`config.mk`:
```
export PLATFORM = sky130hd
export DESIGN_NAME = rstk_branch_unit
export DESIGN_NICKNAME = d
export VERILOG_FILES = /design/src/rtl/rsbu_pkg.sv /design/src/rtl/rsbu_flow.sv /design/src/rtl/rsbu_stack.sv /design/src/rtl/rstk_branch_unit.sv
export SDC_FILE = /design/constraint.sdc
export NUM_CORES = 1
export LEC_CHECK = 0
export BUFFER_PORTS_ARGS = -buffer_cell sky130_fd_sc_hd__buf_2
export CORE_MARGIN = 2
export CORE_UTILIZATION = 35
export CTS_BUF_LIST = sky130_fd_sc_hd__clkbuf_4 sky130_fd_sc_hd__clkbuf_8
export DETAILED_ROUTE_END_ITERATION = 6
export SYNTH_ARGS = -nofsm -noshare
export SYNTH_HDL_FRONTEND = slang
export SYNTH_SLANG_ARGS = --single-unit
export TNS_END_PERCENT = 100
```
`constraint.sdc`:
```
create_clock -name clk -period 11.9 [get_ports clk]
set_clock_uncertainty 0.05 [all_clocks]
set_input_delay 1.19 -clock clk [delete_from_list [all_inputs] [get_ports clk]]
set_output_delay 1.19 -clock clk [all_outputs]
set_load 0.1 [all_outputs]
```
`src/rtl/rsbu_pkg.sv`:
```
package rsbu_pkg;

    localparam int OP_W = 4;

    typedef enum logic [OP_W-1:0] {
        OP_NOP   = 4'd0,
        OP_BRA   = 4'd1,
        OP_BZ    = 4'd2,
        OP_BC    = 4'd3,
        OP_CALL  = 4'd4,
        OP_RET   = 4'd5,
        OP_NEXT  = 4'd6,
        OP_PUSHR = 4'd7,
        OP_POPR  = 4'd8
    } xfer_op_e;

    typedef enum logic [1:0] {
        STK_HOLD,
        STK_PUSH,
        STK_POP,
        STK_DEC
    } stk_act_e;

    typedef struct packed {
        xfer_op_e op;
        logic     carry;
    } flow_ctl_t;

endpackage

```
`src/rtl/rsbu_flow.sv`:
```
module rsbu_flow
    import rsbu_pkg::*;
#(
    parameter int AW = 32,
    parameter int DW = 32
) (
    input  flow_ctl_t         ctl,
    input  logic [AW-1:0]     target,
    input  logic [AW-1:0]     pc_cur,
    input  logic [DW-1:0]     tos,
    input  logic [DW-1:0]     r_top,
    output logic [AW-1:0]     pc_next,
    output stk_act_e          act,
    output logic [DW-1:0]     push_val
);

    logic [AW-1:0] pc_seq;
    logic          r_zero;
    logic          t_zero;

    assign pc_seq = pc_cur + AW'(1);
    assign r_zero = (r_top == '0);
    assign t_zero = (tos == '0);

    always_comb begin
        pc_next  = pc_seq;
        act      = STK_HOLD;
        push_val = tos;
        unique case (ctl.op)
            OP_BRA: pc_next = target;
            OP_BZ:  if (t_zero)    pc_next = target;
            OP_BC:  if (ctl.carry) pc_next = target;
            OP_CALL: begin
                pc_next            = target;
                act                = STK_PUSH;
                push_val           = '0;
                push_val[AW-1:0]   = pc_seq;
            end
            OP_RET: begin
                pc_next = r_top[AW-1:0];
                act     = STK_POP;
            end
            OP_NEXT: begin
                if (!r_zero) begin
                    pc_next = target;
                    act     = STK_DEC;
                end else begin
                    act     = STK_POP;
                end
            end
            OP_PUSHR: act = STK_PUSH;
            OP_POPR:  act = STK_POP;
            default:  ;
        endcase
    end

endmodule

```
`src/rtl/rsbu_stack.sv`:
```
module rsbu_stack
    import rsbu_pkg::*;
#(
    parameter int DW    = 32,
    parameter int DEPTH = 32
) (
    input  logic          clk,
    input  logic          rst,
    input  stk_act_e      act,
    input  logic [DW-1:0] push_val,
    output logic [DW-1:0] r_top
);

    localparam int BELOW = DEPTH - 1;
    localparam int PW    = (BELOW > 1) ? $clog2(BELOW) : 1;

    logic [DW-1:0] below_q [BELOW];
    logic [DW-1:0] r_q;
    logic [PW-1:0] sp_q;
    logic [PW-1:0] sp_inc;
    logic [PW-1:0] sp_dec;

    assign sp_inc = (sp_q == PW'(BELOW - 1)) ? '0 : sp_q + 1'b1;
    assign sp_dec = (sp_q == '0) ? PW'(BELOW - 1) : sp_q - 1'b1;

    always_ff @(posedge clk) begin
        if (rst) begin
            r_q  <= '0;
            sp_q <= '0;
        end else begin
            unique case (act)
                STK_PUSH: begin
                    r_q  <= push_val;
                    sp_q <= sp_inc;
                end
                STK_POP: begin
                    r_q  <= below_q[sp_dec];
                    sp_q <= sp_dec;
                end
                STK_DEC:  r_q <= r_q - DW'(1);
                default:  ;
            endcase
        end
    end

    always_ff @(posedge clk) begin
        if (!rst && act == STK_PUSH) begin
            below_q[sp_q] <= r_q;
        end
    end

    assign r_top = r_q;

endmodule

```
`src/rtl/rstk_branch_unit.sv`:
```
module rstk_branch_unit
    import rsbu_pkg::*;
#(
    parameter int AW    = 32,
    parameter int DW    = 32,
    parameter int DEPTH = 32
) (
    input  logic            clk,
    input  logic            rst,
    input  logic [OP_W-1:0] op_code,
    input  logic [AW-1:0]   target,
    input  logic [AW-1:0]   pc_cur,
    input  logic [DW-1:0]   tos,
    input  logic            carry,
    output logic [AW-1:0]   pc_next,
    output logic [DW-1:0]   r_top
);

    flow_ctl_t     ctl;
    stk_act_e      act;
    logic [DW-1:0] push_val;

    always_comb begin
        ctl.carry = carry;
        if (op_code <= OP_W'(OP_POPR)) ctl.op = xfer_op_e'(op_code);
        else                           ctl.op = OP_NOP;
    end

    rsbu_flow #(.AW(AW), .DW(DW)) u_flow (
        .ctl      (ctl),
        .target   (target),
        .pc_cur   (pc_cur),
        .tos      (tos),
        .r_top    (r_top),
        .pc_next  (pc_next),
        .act      (act),
        .push_val (push_val)
    );

    rsbu_stack #(.DW(DW), .DEPTH(DEPTH)) u_stack (
        .clk      (clk),
        .rst      (rst),
        .act      (act),
        .push_val (push_val),
        .r_top    (r_top)
    );

endmodule

```
==> impl_metrics.yaml <==
routing:
  wl_met2_mm: 61.3
  vias_per_cell: 5.67
  drcViolationCount: 16
  wl_mm: 131
  top_layer_used: "met5"
  drt_pass1_iterations: 7
  wire_per_inst_um: 28.8
  drt_iter0_markers: 3176
  vias: 25800
  dr_wl_met3_mm: 12.6
  final_antenna_net_count: 0
  met1Wirelength_mm: 53.4
clock_network:
  numCtsBuffers: 161
  path_clk_slew_ns: 0.07
  ctsLongestPathBuffers: 3
  tritoncts: "built"
  cts_num_sinks: 1029
  htree_levels: 4
  clkLatencyLatePin_ns: 0.84
  cts-root-buf: "clkbuf_8"
  postCtsSetupRepairBufs: 0
  cts_resized: 0
  hold_buffers: 0
timing:
  period_share_pct: 52.2
  rsz0062_at_grt: "no"
  worst_slew_pin_slew_ns: 1.48
  period_minus_slack_ns: 6.21
  finalSetupViolations: 0
  fmax_mhz: 161
  relSlewSlack_pct: 0.696
  finalSetupTns_ns: 0
  drv_slew: 0
  hold_violations: 0
floorplan:
  pin_count: 167
  dieHeight_um: 354
  design.core.area_um2: 122000
  start_util_pct: 35.2
  die_w_um: 354
  dieArea_um2: 125000
  fp-row-count: 128
grt:
  grt_pass1_wl_mm: 186
  grt_pass1_vias: 25100
  grt-ovfl-total: 0
  grt_max_degree: 115
  grtUsageTotal_pct: 20.6
  antenna_found_initial: 7
min_path:
  min-delay-start: "u_stack.r_top[12]"
  worstHoldPathType: "register to register"
  holdPathEnd: "u_stack.r_top[12]"
  hold_depth: 3
critical_path:
  arrival_ns: 4.97
  r2r_slack_ns: 6.24
  crit_fanout: 36
  r2r_start: "u_stack.r_top[0]"
  worst_setup_path_end_kind: "primary output"
  r2r_cells: 15
  critical_path_required_ns: 10.66
  cp-start-kind: "register"
  rr_endpoint: "u_stack.r_top[14]"
  path_class: "register to primary output"
cells_and_area:
  mostFrequentLayoutCell: "edfxtp_1"
  finalNetCount: 2903
  fill_cells: 11000
  utilization_pct: 40.5
  final_cell_mix: "992 x edfxtp_1, 221 x mux4_2, 209 x nand2_1"
  drive_above_1_share_pct: 27.6
  areaGrowthSynthToFinish_pct: 15.2
synth:
  syn_area_um2: 42800
  synth_seq_cells: 1029
  syn_inst: 2504
  synth-edff-count: 992
  yosys.cell_types.count: 82
  synthArstFlopShare_pct: 0
  synth_warnings: 0
  synth_fp_nets: 2618
  synth_flop_cell: "edfxtp_1"
  syn-mean-instance-area_um2: 17.1
  yosysSeqAreaShare_pct: 71.4
status:
  violations: "design-rule violations, max-capacitance violations"
  status: "finished, violations left"
placement:
  dp_hpwl_mm: 80.7
  gp_congestion: 0.929
  port_buffers: 166
pwr:
  ir_worst_vdd_mv: 0.0976
  powerDensity_nw_per_um2: 178
  leakage_nw: 15.8
run:
  cap_violations: 1
## layer usage
metal  vias to the layer above  track usage [%]
met5                         -                0
met2                      1387             32.5
li1                      10800                -
met1                     13400             28.0
met4                         2             6.20
met3                       235             5.31
## area by class of cell
cell class | instances | area (µm²) | share of cell area, %
Clock buffer | 218 | 2690 | 5.47
Timing Repair Buffer | 263 | 1580 | 3.22
Tap cell | 1625 | 2030 | 4.13
Multi-Input combinational cell | 1292 | 11700 | 23.7
Clock inverter | 77 | 583 | 1.18
Antenna cell | 1 | 2.50 | 0.00508
Inverter | 42 | 158 | 0.320
Sequential cell | 1029 | 30500 | 62.0
## power by group
part           internal [W]  switching, W  total (W)
clock               0.00163       0.00141    0.00305
sequential          0.00405     0.0000213    0.00407
combinational      0.000548       0.00110    0.00164
## synthesized netlist by cell type, drive strengths merged (6+ instances only)
library cell,count,area (µm²)
a222oi,7,70.1
a22o,12,105
buf,58,389
and2,6,37.5
o211ai,23,173
or3,9,56.3
dfxtp,37,741
a221o,16,160
and3,13,81.3
a31oi,28,175
nand4,19,119
or2,6,37.5
mux4,221,4980
o31a,6,52.6
a21oi,77,385
nand2,210,788
clkbuf,83,312
a22oi,31,233
a221oi,17,155
o2111ai,6,52.6
a211o,9,78.8
ha,11,138
nor4,22,171
inv,41,154
edfxtp,992,29800
a311oi,19,166
or4,7,56.3
nor2b,11,68.8
o21ai,84,420
a211oi,22,165
and4,7,61.3
nand3,61,305
nor3,37,196
nor2,146,556
mux2i,16,160
xor2,25,219
a2111oi,6,52.6
a21o,8,60.1
xnor2,29,254
## kinds of logic after synthesis
logic type / Yosys count / share of synthesized area, %
AOI/OAI and AO/OA: 419 / 6.84
adders and majority gates: 11 / 0.322
muxes: 239 / 12.1
DFF: 1029 / 71.4
and+or+nand+nor: 569 / 6.24
xor gates and xnor gates: 54 / 1.11
buffers and inverters: 183 / 2.01
## registers in the layout, indices dropped and copies added, names as in the netlist
name / cells
u_stack.sp_q: 5
u_stack.below_q: 992
u_stack.r_top: 32
## worst max-delay path: stages, from the launching register on
cell      delay, ns
dfxtp_1        1.19
inv_1          0.22
ha_1           0.33
nand2b_1       0.19
nor4_4         0.11
a41oi_1        0.45
nor2_1         0.12
nand2_1        0.70
o21ai_0        0.22
o211ai_1       0.15
buf_2          0.46
## worst max-delay path by stage
stage                            startpoint                 to  depth (start not counted)  slack, ns
final                      u_stack.r_top[0]        pc_next[24]                         10       5.69
after global routing       u_stack.r_top[0]        pc_next[11]                         10       5.31
after CTS                  u_stack.r_top[0]        pc_next[24]                         10       5.66
after detailed placement   u_stack.r_top[0]  u_stack.r_top[14]                         15       6.44
after global placement     u_stack.r_top[0]  u_stack.r_top[14]                         15       6.43
after floorplan           u_stack.r_top[13]        pc_next[10]                          8       6.35
## through the flow
stage               hold slack (ns)  total power, W  instances  worst slack, ns  instance area [µm²]
global placement              0.538         0.00579       4251             6.43                46000
floorplan                     0.519         0.00529       2504             6.35                42800
finish                        0.558         0.00876       4547             5.69                49300
detailed placement            0.543         0.00579       4251             6.44                46000
global route                  0.619         0.00905       4547             5.31                49300
CTS                           0.553         0.00882       4546             5.66                49200
(Power assumes the default switching activity.)
